[src/rtl/eps_pkg.sv]
package eps_pkg;

  typedef enum logic [3:0] {
    ST_IDLE,
    ST_VCC_UP,
    ST_VPP_UP,
    ST_FETCH,
    ST_PRE_RD,
    ST_SETUP,
    ST_PULSE,
    ST_HOLD,
    ST_VERIFY,
    ST_VPP_DN,
    ST_VCC_DN,
    ST_BLANK
  } eps_state_t;

  typedef enum logic [1:0] {
    EK_NONE      = 2'd0,
    EK_ZERO_TO_1 = 2'd1,
    EK_VERIFY    = 2'd2,
    EK_NOT_BLANK = 2'd3
  } eps_err_t;

  typedef struct packed {
    logic vcc;
    logic vpp;
    logic pgm;
    logic oe_n;
    logic drive;
    logic ready;
  } eps_pins_t;

  function automatic int unsigned us_to_cyc(input int unsigned khz, input int unsigned us);
    longint unsigned c;
    c = (longint'(khz) * longint'(us)) / 1000;
    if (c < 1) c = 1;
    return int'(c);
  endfunction

  function automatic int unsigned max2(input int unsigned a, input int unsigned b);
    return (a > b) ? a : b;
  endfunction

endpackage

[src/rtl/eps_timer.sv]
module eps_timer #(
  parameter int TW = 8
) (
  input  logic          clk,
  input  logic          rst,
  input  logic          load,
  input  logic [TW-1:0] val,
  output logic          zero
);

  logic [TW-1:0] cnt;

  always_ff @(posedge clk) begin
    if (rst) begin
      cnt <= '0;
    end else if (load) begin
      cnt <= val;
    end else if (cnt != '0) begin
      cnt <= cnt - 1'b1;
    end
  end

  assign zero = (cnt == '0);

endmodule

[src/rtl/eps_cmp.sv]
module eps_cmp #(
  parameter int DW = 8
) (
  input  logic [DW-1:0] target,
  input  logic [DW-1:0] rdback,
  output logic          needs_set,
  output logic          mismatch,
  output logic          not_erased
);

  logic [DW-1:0] set_bits;

  for (genvar i = 0; i < DW; i++) begin : g_bit
    assign set_bits[i] = target[i] & ~rdback[i];
  end

  assign needs_set  = |set_bits;
  assign mismatch   = (rdback != target);
  assign not_erased = (rdback != {DW{1'b1}});

endmodule

[src/rtl/eps_pins.sv]
module eps_pins
  import eps_pkg::*;
(
  input  logic       clk,
  input  logic       rst,
  input  eps_state_t nxt,
  output eps_pins_t  pins
);

  eps_pins_t d;

  always_comb begin
    d.vcc   = !(nxt inside {ST_IDLE, ST_VCC_DN});
    d.vpp   = nxt inside {ST_VPP_UP, ST_FETCH, ST_PRE_RD, ST_SETUP,
                          ST_PULSE, ST_HOLD, ST_VERIFY};
    d.pgm   = (nxt == ST_PULSE);
    d.oe_n  = !(nxt inside {ST_PRE_RD, ST_VERIFY, ST_BLANK});
    d.drive = nxt inside {ST_SETUP, ST_PULSE, ST_HOLD};
    d.ready = (nxt == ST_FETCH);
  end

  always_ff @(posedge clk) begin
    if (rst) begin
      pins <= '{vcc: 1'b0, vpp: 1'b0, pgm: 1'b0, oe_n: 1'b1, drive: 1'b0, ready: 1'b0};
    end else begin
      pins <= d;
    end
  end

endmodule

[src/rtl/eprom_prog_seq.sv]
module eprom_prog_seq
  import eps_pkg::*;
#(
  parameter int          ADDR_W         = 11,
  parameter int          DATA_W         = 8,
  parameter int unsigned CLK_KHZ        = 50000,
  parameter bit          SHORT_MODE     = 1'b0,
  parameter int unsigned LONG_PULSE_US  = 50000,
  parameter int unsigned SHORT_PULSE_US = 1000,
  parameter int unsigned OVER_PULSE_US  = 2000,
  parameter int unsigned SETUP_US       = 2,
  parameter int unsigned HOLD_US        = 2,
  parameter int unsigned LEAD_US        = 2,
  parameter int unsigned READ_US        = 1
) (
  input  logic              clk,
  input  logic              rst,
  input  logic              start,
  input  logic              blank_start,
  input  logic [ADDR_W-1:0] start_addr,
  input  logic              wr_valid,
  input  logic [DATA_W-1:0] wr_data,
  input  logic              wr_last,
  output logic              wr_ready,
  output logic              busy,
  output logic              done,
  output logic              err,
  output logic [1:0]        err_kind,
  output logic [ADDR_W-1:0] err_addr,
  output logic [ADDR_W-1:0] rom_addr,
  output logic [DATA_W-1:0] rom_wdata,
  input  logic [DATA_W-1:0] rom_rdata,
  output logic              rom_drive,
  output logic              rom_oe_n,
  output logic              rom_pgm,
  output logic              vcc_en,
  output logic              vpp_en
);

  localparam int unsigned C_LONG  = us_to_cyc(CLK_KHZ, LONG_PULSE_US);
  localparam int unsigned C_SHORT = us_to_cyc(CLK_KHZ, SHORT_PULSE_US);
  localparam int unsigned C_OVER  = us_to_cyc(CLK_KHZ, OVER_PULSE_US);
  localparam int unsigned C_SETUP = us_to_cyc(CLK_KHZ, SETUP_US);
  localparam int unsigned C_HOLD  = us_to_cyc(CLK_KHZ, HOLD_US);
  localparam int unsigned C_LEAD  = us_to_cyc(CLK_KHZ, LEAD_US);
  localparam int unsigned C_READ  = us_to_cyc(CLK_KHZ, READ_US);
  localparam int unsigned C_FIRST = SHORT_MODE ? C_SHORT : C_LONG;
  localparam int unsigned C_MAX   = max2(max2(max2(C_LONG, C_SHORT), max2(C_OVER, C_SETUP)),
                                         max2(max2(C_HOLD, C_LEAD), C_READ));
  localparam int          TW      = $clog2(C_MAX) + 1;

  localparam logic [TW-1:0] L_SETUP = TW'(C_SETUP - 1);
  localparam logic [TW-1:0] L_HOLD  = TW'(C_HOLD - 1);
  localparam logic [TW-1:0] L_LEAD  = TW'(C_LEAD - 1);
  localparam logic [TW-1:0] L_READ  = TW'(C_READ - 1);

  eps_state_t          state, ns;
  eps_err_t            ek_q;
  eps_pins_t           pins;
  logic [ADDR_W-1:0]   addr_q, eaddr_q;
  logic [DATA_W-1:0]   tgt_q;
  logic                last_q, over_q, blank_q, done_q;
  logic                t_load, t_zero;
  logic [TW-1:0]       t_val;
  logic                needs_set, mismatch, not_erased;
  logic [TW-1:0]       first_len, over_len;
  logic                has_over;
  logic                take;

  // Pulse scheme chosen at elaboration
  if (SHORT_MODE) begin : g_short
    assign first_len = TW'(C_SHORT - 1);
    assign over_len  = TW'(C_OVER - 1);
    assign has_over  = 1'b1;
  end else begin : g_long
    assign first_len = TW'(C_LONG - 1);
    assign over_len  = TW'(C_LONG - 1);
    assign has_over  = 1'b0;
  end

  eps_timer #(.TW(TW)) u_timer (
    .clk  (clk),
    .rst  (rst),
    .load (t_load),
    .val  (t_val),
    .zero (t_zero)
  );

  eps_cmp #(.DW(DATA_W)) u_cmp (
    .target     (tgt_q),
    .rdback     (rom_rdata),
    .needs_set  (needs_set),
    .mismatch   (mismatch),
    .not_erased (not_erased)
  );

  eps_pins u_pins (
    .clk  (clk),
    .rst  (rst),
    .nxt  (ns),
    .pins (pins)
  );

  assign take = (state == ST_FETCH) && wr_valid && pins.ready;

  always_comb begin
    ns     = state;
    t_load = 1'b0;
    t_val  = '0;
    unique case (state)
      ST_IDLE: begin
        if (start || blank_start) begin
          ns = ST_VCC_UP; t_load = 1'b1; t_val = L_LEAD;
        end
      end
      ST_VCC_UP: begin
        if (t_zero) begin
          t_load = 1'b1;
          if (blank_q) begin
            ns = ST_BLANK; t_val = L_READ;
          end else begin
            ns = ST_VPP_UP; t_val = L_LEAD;
          end
        end
      end
      ST_VPP_UP: begin
        if (t_zero) ns = ST_FETCH;
      end
      ST_FETCH: begin
        if (take) begin
          ns = ST_PRE_RD; t_load = 1'b1; t_val = L_READ;
        end
      end
      ST_PRE_RD: begin
        if (t_zero) begin
          t_load = 1'b1;
          if (needs_set) begin
            ns = ST_VPP_DN; t_val = L_LEAD;
          end else begin
            ns = ST_SETUP; t_val = L_SETUP;
          end
        end
      end
      ST_SETUP: begin
        if (t_zero) begin
          ns = ST_PULSE; t_load = 1'b1;
          t_val = over_q ? over_len : first_len;
        end
      end
      ST_PULSE: begin
        if (t_zero) begin
          ns = ST_HOLD; t_load = 1'b1; t_val = L_HOLD;
        end
      end
      ST_HOLD: begin
        if (t_zero) begin
          t_load = 1'b1;
          if (has_over && !over_q) begin
            ns = ST_SETUP; t_val = L_SETUP;
          end else begin
            ns = ST_VERIFY; t_val = L_READ;
          end
        end
      end
      ST_VERIFY: begin
        if (t_zero) begin
          if (mismatch || last_q) begin
            ns = ST_VPP_DN; t_load = 1'b1; t_val = L_LEAD;
          end else begin
            ns = ST_FETCH;
          end
        end
      end
      ST_VPP_DN: begin
        if (t_zero) begin
          ns = ST_VCC_DN; t_load = 1'b1; t_val = L_LEAD;
        end
      end
      ST_VCC_DN: begin
        if (t_zero) ns = ST_IDLE;
      end
      ST_BLANK: begin
        if (t_zero) begin
          t_load = 1'b1;
          if (not_erased || (addr_q == {ADDR_W{1'b1}})) begin
            ns = ST_VCC_DN; t_val = L_LEAD;
          end else begin
            t_val = L_READ;
          end
        end
      end
      default: ns = ST_IDLE;
    endcase
  end

  always_ff @(posedge clk) begin
    if (rst) begin
      state   <= ST_IDLE;
      addr_q  <= '0;
      eaddr_q <= '0;
      tgt_q   <= '0;
      last_q  <= 1'b0;
      over_q  <= 1'b0;
      blank_q <= 1'b0;
      done_q  <= 1'b0;
      ek_q    <= EK_NONE;
    end else begin
      state  <= ns;
      done_q <= 1'b0;
      case (state)
        ST_IDLE: begin
          if (start || blank_start) begin
            ek_q    <= EK_NONE;
            eaddr_q <= '0;
            blank_q <= !start;
            addr_q  <= start ? start_addr : '0;
          end
        end
        ST_FETCH: begin
          if (take) begin
            tgt_q  <= wr_data;
            last_q <= wr_last;
            over_q <= 1'b0;
          end
        end
        ST_PRE_RD: begin
          if (t_zero && needs_set) begin
            ek_q    <= EK_ZERO_TO_1;
            eaddr_q <= addr_q;
          end
        end
        ST_HOLD: begin
          if (t_zero && has_over) over_q <= 1'b1;
        end
        ST_VERIFY: begin
          if (t_zero) begin
            if (mismatch) begin
              ek_q    <= EK_VERIFY;
              eaddr_q <= addr_q;
            end else if (!last_q) begin
              addr_q <= addr_q + 1'b1;
            end
          end
        end
        ST_BLANK: begin
          if (t_zero) begin
            if (not_erased) begin
              ek_q    <= EK_NOT_BLANK;
              eaddr_q <= addr_q;
            end else if (addr_q != {ADDR_W{1'b1}}) begin
              addr_q <= addr_q + 1'b1;
            end
          end
        end
        ST_VCC_DN: begin
          if (t_zero) done_q <= 1'b1;
        end
        default: ;
      endcase
    end
  end

  assign busy      = (state != ST_IDLE);
  assign done      = done_q;
  assign err       = (ek_q != EK_NONE);
  assign err_kind  = ek_q;
  assign err_addr  = eaddr_q;
  assign rom_addr  = addr_q;
  assign rom_wdata = tgt_q;
  assign rom_drive = pins.drive;
  assign rom_oe_n  = pins.oe_n;
  assign rom_pgm   = pins.pgm;
  assign vcc_en    = pins.vcc;
  assign vpp_en    = pins.vpp;
  assign wr_ready  = pins.ready;

endmodule

[config.mk]
export PLATFORM = sky130hd
export DESIGN_NAME = eprom_prog_seq
export DESIGN_NICKNAME = d
export VERILOG_FILES = /design/src/rtl/eps_pkg.sv /design/src/rtl/eps_timer.sv /design/src/rtl/eps_cmp.sv /design/src/rtl/eps_pins.sv /design/src/rtl/eprom_prog_seq.sv
export SDC_FILE = /design/constraint.sdc
export NUM_CORES = 1
export LEC_CHECK = 0
export BUFFER_PORTS_ARGS = -buffer_cell sky130_fd_sc_hd__clkbuf_2
export CAP_MARGIN = 20
export CORE_UTILIZATION = 40
export CTS_CLUSTER_SIZE = 30
export DETAILED_ROUTE_END_ITERATION = 6
export GPL_TIMING_DRIVEN = 0
export SLEW_MARGIN = 20
export SYNTH_ARGS = -nofsm -noshare
export SYNTH_HDL_FRONTEND = slang
export SYNTH_SLANG_ARGS = --single-unit
[constraint.sdc]
create_clock -name clk -period 4.4 [get_ports clk]
set_clock_uncertainty 0.2 [all_clocks]
set_input_delay 0.22 -clock clk [delete_from_list [all_inputs] [get_ports clk]]
set_output_delay 0.22 -clock clk [all_outputs]
set_load 0.03 [all_outputs]
### Word level (Yosys, flattened, before mapping)

Cells that the tools add are included.
Widths: inputs -> output; s select.

| word-level totals | value |
|---|---|
| memory bits (read-only) | 0 |
| output and inout port bits | 41 |
| latch bits | 0 |
| memories | 0 |
| flip-flop bits (word level) | 68 |
| input bits | 33 |
| memory bits (writable) | 0 |

| cells by class | value |
|---|---|
| shift operators | 0 |
| multiplexer cells | 60 |
| reduce and logical (&&, ||, !) cells | 30 |
| multipliers | 0 |
| $add $sub $neg | 2 |
| bitwise gates (word level) | 17 |
| magnitude comparators | 0 |
| eq/ne operators | 34 |
| divide/modulo/power cells | 0 |

Operators by type and width:

| operator | number |
|---|---|
| $pmux 22 s8 | 1 |
| $mux 11 | 14 |
| $mux 4 | 16 |
| $mux 7 | 8 |
| $pmux 4 s12 | 1 |
| $mux 23 | 2 |
| $pmux 11 s4 | 1 |
| $pmux 11 s3 | 1 |
| $eq 4x3->1 const B | 8 |
| $eq 4x4->1 const B | 7 |
| $logic_not 23->1 | 1 |
| $reduce_bool 23->1 | 1 |
| $sub 23x1->23 const B | 1 |
| $mux 22 | 1 |
| $ne 2x2->1 const B | 10 |
| $eq 4x2->1 const B | 4 |
| $mux 2 | 6 |
| $mux 6 | 2 |
| $add 11x1->11 const B | 1 |
| $eq 11x11->1 const B | 1 |
| $ne 11x11->1 const B | 1 |
| $not 1->1 | 9 |
| $reduce_bool 3->1 | 3 |
| $and 1x1->1 | 8 |
| other kinds (20) | 35 |

### Depth between registers and ports, before layout

Gate-level depths: netlist of run 1.

| depth | value |
|---|---|
| depth after elaboration | 9 |
| gate-level depth with buffers | 11 |
| depth with buffers taken out | 10 |

### Hierarchy

Synthesis of run 1 repeated with hierarchy kept, for this count alone.

| unflattened totals | value |
|---|---|
| cells, all modules | 501 |
| area total of the unflattened synthesis | 4,083.9 sq um |

Modules (own cells, without submodules):

| module | area an instance (sq um) | instances | cells each | seq. area each (sq um) |
|---|---|---|---|---|
| eprom_prog_seq | 2,382.3 | 1 | 299 | 780.7 |
| eps_timer | 1,291.2 | 1 | 156 | 460.4 |
| eps_pins | 227.7 | 1 | 21 | 120.1 |
| eps_cmp | 182.7 | 1 | 25 | 0.0 |

### Worst setup path before layout of run 1

OpenSTA, ideal clock, no wires.

| timing path | value |
|---|---|
| path type | flip-flop to flip-flop |
| from | reg u_timer.cnt[2] |
| to | reg addr_q[6] (netlist: rom_addr[6]) |
| path slack | 1,617 ps |
| period minus slack after synthesis | 2,783 ps |
| stages on the path, launching flop included | 10 |
| arrival | 2,455 ps |
| required time | 4,072 ps |
| buffers on the path | 2 |
| cell sequence | dfxtp_1 or3_4 or2_4 or4_1 buf_2 a2111oi_4 buf_6 o21ai_0 a22oi_1 nor2_1 |

| between the ends | value |
|---|---|
| longest elaborated chain between the ends | 3 |
| elaborated cells on any way between the ends | 4 |
| those cells by class | 2 x eq/ne; 2 x reduce/logical |

Ends and longest elaborated chain:

| element | line | source |
|---|---|---|
| from (decl) | eps_timer.sv:11 | `logic [TW-1:0] cnt;` |
| from (signal assigned) | eps_timer.sv:17 | `cnt <= val;` |
| from (signal assigned) | eps_timer.sv:19 | `cnt <= cnt - 1'b1;` |
| $logic_not 23->1 * | eps_timer.sv:23 | `assign zero = (cnt == '0);` |
| $ne 2x2->1 (no source line) | - |  |
| $reduce_and 8->1 (no source line) * | - |  |
| to (signal assigned) | eprom_prog_seq.sv:216 | `addr_q <= start ? start_addr : '0;` |
| to (signal assigned) | eprom_prog_seq.sv:241 | `addr_q <= addr_q + 1'b1;` |
| to (signal assigned) | eprom_prog_seq.sv:251 | `addr_q <= addr_q + 1'b1;` |
| to (decl) | eprom_prog_seq.sv:60 | `logic [ADDR_W-1:0] addr_q, eaddr_q;` |

Mark *: on every way between the ends. The rest lies on a longest branch, timed or not.
A chain may end at the register's enable or synchronous reset.

### Worst setup path after layout of run 1

| timing path | value |
|---|---|
| from | reg u_timer.cnt[18] |
| to | reg addr_q[6] (netlist: rom_addr[6]) |

The elaborated chain is that of the path after synthesis.

==> results.md, run 1 <==
* Pwr Total at 2.96 mW
* Compound-cell area share of the yosys netlist at 0.206
* I/O pin count at 74
* DRC violations left at 0
* CORE AREA at 9240 µm²
* Vias in the first global route at 3677
* Slew at the pin with the worst max-slew slack at 0.737 ns
* Hold Path Class: input port to flip-flop
* Sequential element share of the synthesized area at 0.358
* Via Count at 3830
* GR Overflow Total at 0
* # diodes at 0
* Final WS setup at 1.23 ns
* CTS root buf: clkbuf_8
* Yosys cell types at 57
* Area share of and/or/nand/nor cells after synthesis at 0.299
* Multiplexer share of the synthesized area at 0.0131
* Post_cts resized at 0
* Final non-filler cell area at 4640 µm²
* Clk Latency, worst-skew pair at 0.35 ns
* Largest family of logic cells by synthesized area: simple AND/OR/NAND/NOR gates
* First-pass GRT wire length at 18300 µm
* Arr. time, crit path at 3.20 ns
* RSZ-0062 raised after global routing: no
* PortBufs at 72
* CP Capture Type: flip-flop
* Achievable Freq at 0.315 GHz
* Fin crit share at 0.721
* Yosys synthesis warning count at 0
* Post-Synthesis Cells at 482
* Worst Hold Slack at 0.0584 ns
* Gr usage total at 0.235
* Pin count of the biggest net entering global routing at 13
* Avg Cell Area, Syn at 7.90 µm²
* Initial antenna violation count at 0
* Place WS at 1.25 ns
* Post-Syn Nets at 525
* Number of CTS-inserted buffers at 9
* Yosys top cell by area: dfxtp_1
* P&R area growth vs syn at 21.9%
* Clock transition at path regs at 0.08 ns
* EDFF count, synth at 0
* Initial DRC Count at 221
* Period minus WS final at 3.17 ns
* Leak at 1.89 nW
* Die span in y at 99.6 µm
* Routed WL at 11100 µm
* Area contributors post-synth: dfxtp_1 (36%), a21oi_1 (6.4%), nand2_1 (5.9%)
* Slew HR at 0.509
* Final hold vios at 0
* Final Instance Count excl. Fillers at 711
* Drt first pass iters at 4
* Max IR drop VDD at 0.232 mV
* Placed Area at 4340 µm²
* Crit Path Class: flip-flop to flip-flop
* CP required at 4.43 ns
* Final #Nets at 620
* Max Cap Viol at 0
* Drt wl/cell at 15.6 µm
* Vias per cell at 5.39
* Routed Antenna Nets at 0
* Crit path max fanout at 10
* Row count at 35
* Die ar. at 9910 µm²
* Starting Density at 0.412
* Placed Cells at 684
* Die Width at 99.6 µm
* Share of post-route cells with drive strength above 1 at 0.198
* Post-CTS setup repair buffer count at 0
* Clock Path Buffers at 2
* Share of the synthesized area in the top cell type at 0.358
* Crit path launch type: flip-flop
* Setup violators final at 0
* Commonest register cell after synthesis: dfxtp_1
* Synth Area in XOR/XNOR at 0.0368
* Setup TNS at 0 ns
* Synth Register Bits at 68
* CTS tree: done
* DP HPWL at 8050 µm
* Share of flip-flops with an asynchronous set or reset at 0
* Synth Cell Area at 3810 µm²
* Status: finished clean
* Util after Layout at 0.502
* H-tree depth at 3
* Placer Congestion at 0.890
* Adder-cell share of the synthesized area at 0.0329
* Slew Viols, Final at 0
* Clock Sinks at 68
* Pwr/cell area at 639 nW/µm²
==> cell families (layout without fill, tap and decap cells) <==
family	Yosys count	in the layout
AO/OA/AOI/OAI	120	120
flip-flops	68	68
AND/OR/NAND/NOR	217	217
multiplexers	5	5
XOR/XNOR	16	16
adder cells (fa/ha/maj)	10	10
buffers and inverters	46	146
==> critical path, cell delays in order, from the launching register on <==
cell and delay [ns]:
dfxtp_1 0.36, nor4_2 0.41, nand2_1 0.27, or4_1 0.57, buf_2 0.20, a2111oi_4 0.51
buf_6 0.21, o21ai_0 0.09, a22oi_1 0.17, nor2_1 0.05
==> layout by cell type, fill, tap and decap left out, types with 3 or more instances in the layout <==
cell	count
ha_1	10
xor2_1	7
a21oi_1	49
buf_2	7
a31oi_1	6
dfxtp_1	68
clkbuf_1	19
nand3_1	17
or3_1	8
nor4_2	3
clkbuf_8	9
buf_6	3
xnor2_1	9
a211oi_1	3
nand2b_1	18
dlygate4sd3_1	11
inv_1	15
mux2i_1	5
nor4_1	9
nand2_1	60
nor2b_1	3
o31ai_1	10
or4_1	10
nor2_1	41
and2_1	3
nor3_1	13
nand4_1	8
a22oi_1	6
nand3b_1	11
o21ai_0	20
clkbuf_2	72
a21boi_0	4
==> power breakdown <==
part,internal [mW],switching (mW)
clock network,0.262,0.254
registers,0.735,0.127
logic,0.627,0.960
total,1.62,1.34
==> final timing paths <==
path | start | endpoint | slack, ns | cells past startpoint
min reg2reg | u_timer.cnt[22]$_SDFFE_PP0P_ | u_timer.cnt[22]$_SDFFE_PP0P_ | 0.27 | 2
max reg2reg | u_timer.cnt[18]$_SDFFE_PP0P_ | rom_addr[6]$_SDFFE_PP0P_ | 1.23 | 9
min | start_addr[5] | rom_addr[5]$_SDFFE_PP0P_ | 0.06 | 3
max | u_timer.cnt[18]$_SDFFE_PP0P_ | rom_addr[6]$_SDFFE_PP0P_ | 1.23 | 9
==> cells in the mapped netlist, drive strengths merged (2+ instances only) <==
library cell,number
mux2i,5
nor2,41
a21boi,4
or3,9
and2,3
clkbuf,18
nand3b,11
or2,3
a32oi,2
a2111oi,2
nor4,12
nand2b,18
or4,10
o211ai,2
o21ai,20
xnor2,9
a21oi,50
nor2b,3
a31oi,6
buf,13
dfxtp,68
a311oi,3
nor3,14
nand4,8
nor3b,2
o31ai,10
xor2,7
nand3,17
o41ai,2
and3,2
a211oi,5
inv,15
ha,10
a22oi,6
nand2,60
o21a,2
==> final cells by class <==
type,instances,area (µm²)
clock inverters,6,63.8
multi-input cells,368,2240
inverters,15,56.3
flip-flops and latches,68,1360
plain buffers,31,154
repair buffers,84,475
well taps,129,161
fillers,937,4600
clock buffers,10,128
==> layer usage <==
layer | routed length, µm | up-vias | global-route usage
met4 | 237 | 0 | 0.0781
met1 | 5060 | 1766 | 0.306
met5 | 0 | - | 0
li1 | - | 1923 | -
met2 | 5170 | 120 | 0.382
met3 | 628 | 21 | 0.0534
==> registers in the layout, indices dropped and copies added, names as in the netlist <==
| name | cells |
|---|---|
| blank_q | 1 |
| rom_addr | 11 |
| u_timer.cnt | 23 |
| done | 1 |
| err_kind | 2 |
| rom_wdata | 8 |
| state | 4 |
| u_pins.pins | 6 |
| last_q | 1 |
| err_addr | 11 |
==> repair_timing <==
item | in CTS | in global routing
endpoints found under the setup margin | 0 | 0
hold buffers | 11 | 0
endpoints found under the hold margin | 11 | 0
(Power assumes the default switching activity.)
==> inputs of run 2 (changes only) <==
==> constraint.sdc (replaced) <==
create_clock -name clk -period 2.9 [get_ports clk]
set_clock_uncertainty 0.2 [all_clocks]
set_input_delay 0.145 -clock clk [delete_from_list [all_inputs] [get_ports clk]]
set_output_delay 0.145 -clock clk [all_outputs]
set_load 0.03 [all_outputs]
==> run 2 against run 1 <==
- setup slack lost 1.2 ns
- sequential cell count is the same
- critical path type unchanged
- combinational power grew 81%
- sequential power grew 56%
- clock power grew 51%
- largest cell class unchanged
- total power grew 68%
- global-route usage grew 0.49 points
- die area is the same
==> results.md, run 2 (synthesis results as in run 1) <==
* Most frequent cells in the layout: clkbuf_2 (73), dfxtp_1 (63), nand2_1 (59) (was clkbuf_2 (72), dfxtp_1 (68), nand2_1 (60))
* Crit path largest cell delay at 0.55 ns (was 0.57 ns)
* Filler Cell Count at 895 (was 937)
* DP HPWL at 8050 µm (unchanged)
* Routed Antenna Nets at 0 (unchanged)
* Util after Layout at 0.533 (was 0.502)
* Setup crit start: u_timer.cnt[8]$_SDFFE_PP0P_ (was u_timer.cnt[18]$_SDFFE_PP0P_)
* I/O pin count at 74 (unchanged)
* Leak at 2.03 nW (was 1.89 nW)
* Routed WL at 11500 µm (was 11100 µm)
* CP dominant cell by count: mux2i_1
* Final non-filler cell area at 4920 µm² (was 4640 µm²)
* Starting Density at 0.412 (unchanged)
* GR Overflow Total at 0 (unchanged)
* Pin count of the biggest net entering global routing at 13 (unchanged)
* Reg with most FFs: u_timer.cnt (unchanged)
* Hold Path Class: input port to flip-flop (unchanged)
* Slew Viols, Final at 0 (unchanged)
* Setup TNS at 0 ns (unchanged)
* Clock Path Buffers at 2 (unchanged)
* DRC violations left at 0 (unchanged)
* CTS root buf: clkbuf_8 (unchanged)
* Slew at the pin with the worst max-slew slack at 0.732 ns (was 0.737 ns)
* # diodes at 0 (unchanged)
* CTS tree: done (unchanged)
* Setup violators final at 0 (unchanged)
* Die ar. at 9910 µm² (unchanged)
* H-tree depth at 3 (unchanged)
* Clock Sinks at 68 (unchanged)
* Initial DRC Count at 235 (was 221)
* Final hold vios at 0 (unchanged)
* Crit path launch type: flip-flop (unchanged)
* CP top delay family: simple AND/OR/NAND/NOR gates (unchanged)
* PortBufs at 72 (unchanged)
* Pwr/cell area at 1010 nW/µm² (was 639 nW/µm²)
* Placed Cells at 684 (unchanged)
* Clock transition at path regs at 0.08 ns (about the same)
* CORE AREA at 9240 µm² (unchanged)
* Vias per cell at 5.43 (was 5.39)
* Max IR drop VDD at 0.404 mV (was 0.232 mV)
* Gr usage total at 0.239 (was 0.235)
* Number of CTS-inserted buffers at 9 (unchanged)
* Via Count at 3961 (was 3830)
* CP Capture Type: flip-flop (unchanged)
* Commonest non-fill, non-tap cell in the layout: clkbuf_2 (unchanged)
* Slew HR at 0.512 (was 0.509)
* Status: finished clean (unchanged)
* Drt wl/cell at 15.7 µm (was 15.6 µm)
* Crit path max-delay cell type: or4_4 (was or4_1)
* Row count at 35 (unchanged)
* Max Cap Viol at 0 (unchanged)
* Crit Path Class: flip-flop to flip-flop (unchanged)
* CP required at 2.91 ns (was 4.43 ns)
* Die Width at 99.6 µm (unchanged)
* P&R area growth vs syn at 29.3% (was 21.9%)
* CP bufs+invs at 1 (was 2)
* Largest register FFs at 23 (unchanged)
* Drt first pass iters at 5 (was 4)
* Initial antenna violation count at 0 (unchanged)
* CP Cell Sequence: or4_4 -> or3_4 -> nor3_4 -> mux2i_1 -> o32a_1 -> buf_6 -> mux2i_1 -> a21oi_1 (was nor4_2 -> nand2_1 -> or4_1 -> buf_2 -> a2111oi_4 -> buf_6 -> o21ai_0 -> a22oi_1 -> nor2_1)
* HP Start: start_addr[7] (was start_addr[5])
* Die span in y at 99.6 µm (unchanged)
* Clk Latency, worst-skew pair at 0.35 ns (about the same)
* Achievable Freq at 0.345 GHz (was 0.315 GHz)
* Fin crit share at 0.999 (was 0.721)
* RSZ-0062 raised after global routing: yes (was no)
* First-pass GRT wire length at 18700 µm (was 18300 µm)
* Crit path max fanout at 8 (was 10)
* Pwr Total at 4.99 mW (was 2.96 mW)
* Placed Area at 4340 µm² (unchanged)
* Placer Congestion at 0.890 (unchanged)
* Arr. time, crit path at 2.90 ns (was 3.20 ns)
* Final #Nets at 639 (was 620)
* Final Instance Count excl. Fillers at 730 (was 711)
* Share of post-route cells with drive strength above 1 at 0.251 (was 0.198)
* Period minus WS final at 2.90 ns (was 3.17 ns)
* Vias in the first global route at 3739 (was 3677)
* FF-to-FF Start: u_timer.cnt[8]$_SDFFE_PP0P_ (was u_timer.cnt[18]$_SDFFE_PP0P_)
run 2: cell count changes in the layout (fill, tap and decap cells not counted), sizes merged:
cell	previous run	this run
buf	14	30
dlygate4sd3	11	15
clkbuf	100	99
run 2: stage by stage:
| stage | worst slack (ns) | hold slack [ns] |
|---|---|---|
| 2_1_floorplan | 0.117 | 0.0810 |
| 3_3_place_gp | -0.678 | 0.170 |
| 3_5_place_dp | -0.251 | 0.173 |
| 4_1_cts | 0.000526 | 0.00120 |
| 5_1_grt | -0.119 | 0.0300 |
| 6_report | 0.00405 | 0.0112 |
run 2: path summary, 6_finish.rpt:
path,end,slack (ns),depth (start not counted)
worst max-delay path,u_pins.pins[5]$_SDFF_PP0_,0.004,8
worst min-delay path,rom_addr[7]$_SDFFE_PP0P_,0.01,5
worst max register to register,u_pins.pins[5]$_SDFF_PP0_,0.004,8
worst min register to register,err_addr[10]$_SDFFE_PP0P_,0.27,2
run 2: per-layer routing:
metal / GRT usage / up-vias / wire, µm
li1: - / 1961 / -
met1: 0.315 / 1836 / 5160
met2: 0.391 / 137 / 5350
met3: 0.0520 / 27 / 655
met4: 0.0747 / 0 / 286
met5: 0 / - / 0
run 2: worst min-delay path, stage by stage:
cell and delay, ns:
clkbuf_2 0.08, nand3_1 0.07, o31ai_1 0.07, a22oi_1 0.08, nor2_1 0.08
run 2: what timing repair did:
action	4_1_cts	5_1_grt
endpoints found under the hold margin	15	0
gates cloned	2	0
pin swaps	5	13
buffers inserted	7	8
hold buffers	15	0
setup endpoints to repair	32	48
gates resized for setup	16	25
run 2: layout make-up:
cell class	instances	area, µm²	share of cell area
clock buffer	10	128	0.0259
tap	129	161	0.0328
inverter	15	56.3	0.0114
clock inverter	6	63.8	0.0130
multi-input combinational	368	2330	0.474
timing repair buffer	105	641	0.130
sequential	68	1370	0.279
buffer	29	169	0.0343
run 2: power by group:
group | switching [mW] | internal [mW]
Clock | 0.382 | 0.397
Sequential | 0.210 | 1.13
Combinational | 1.58 | 1.29
Total | 2.17 | 2.81
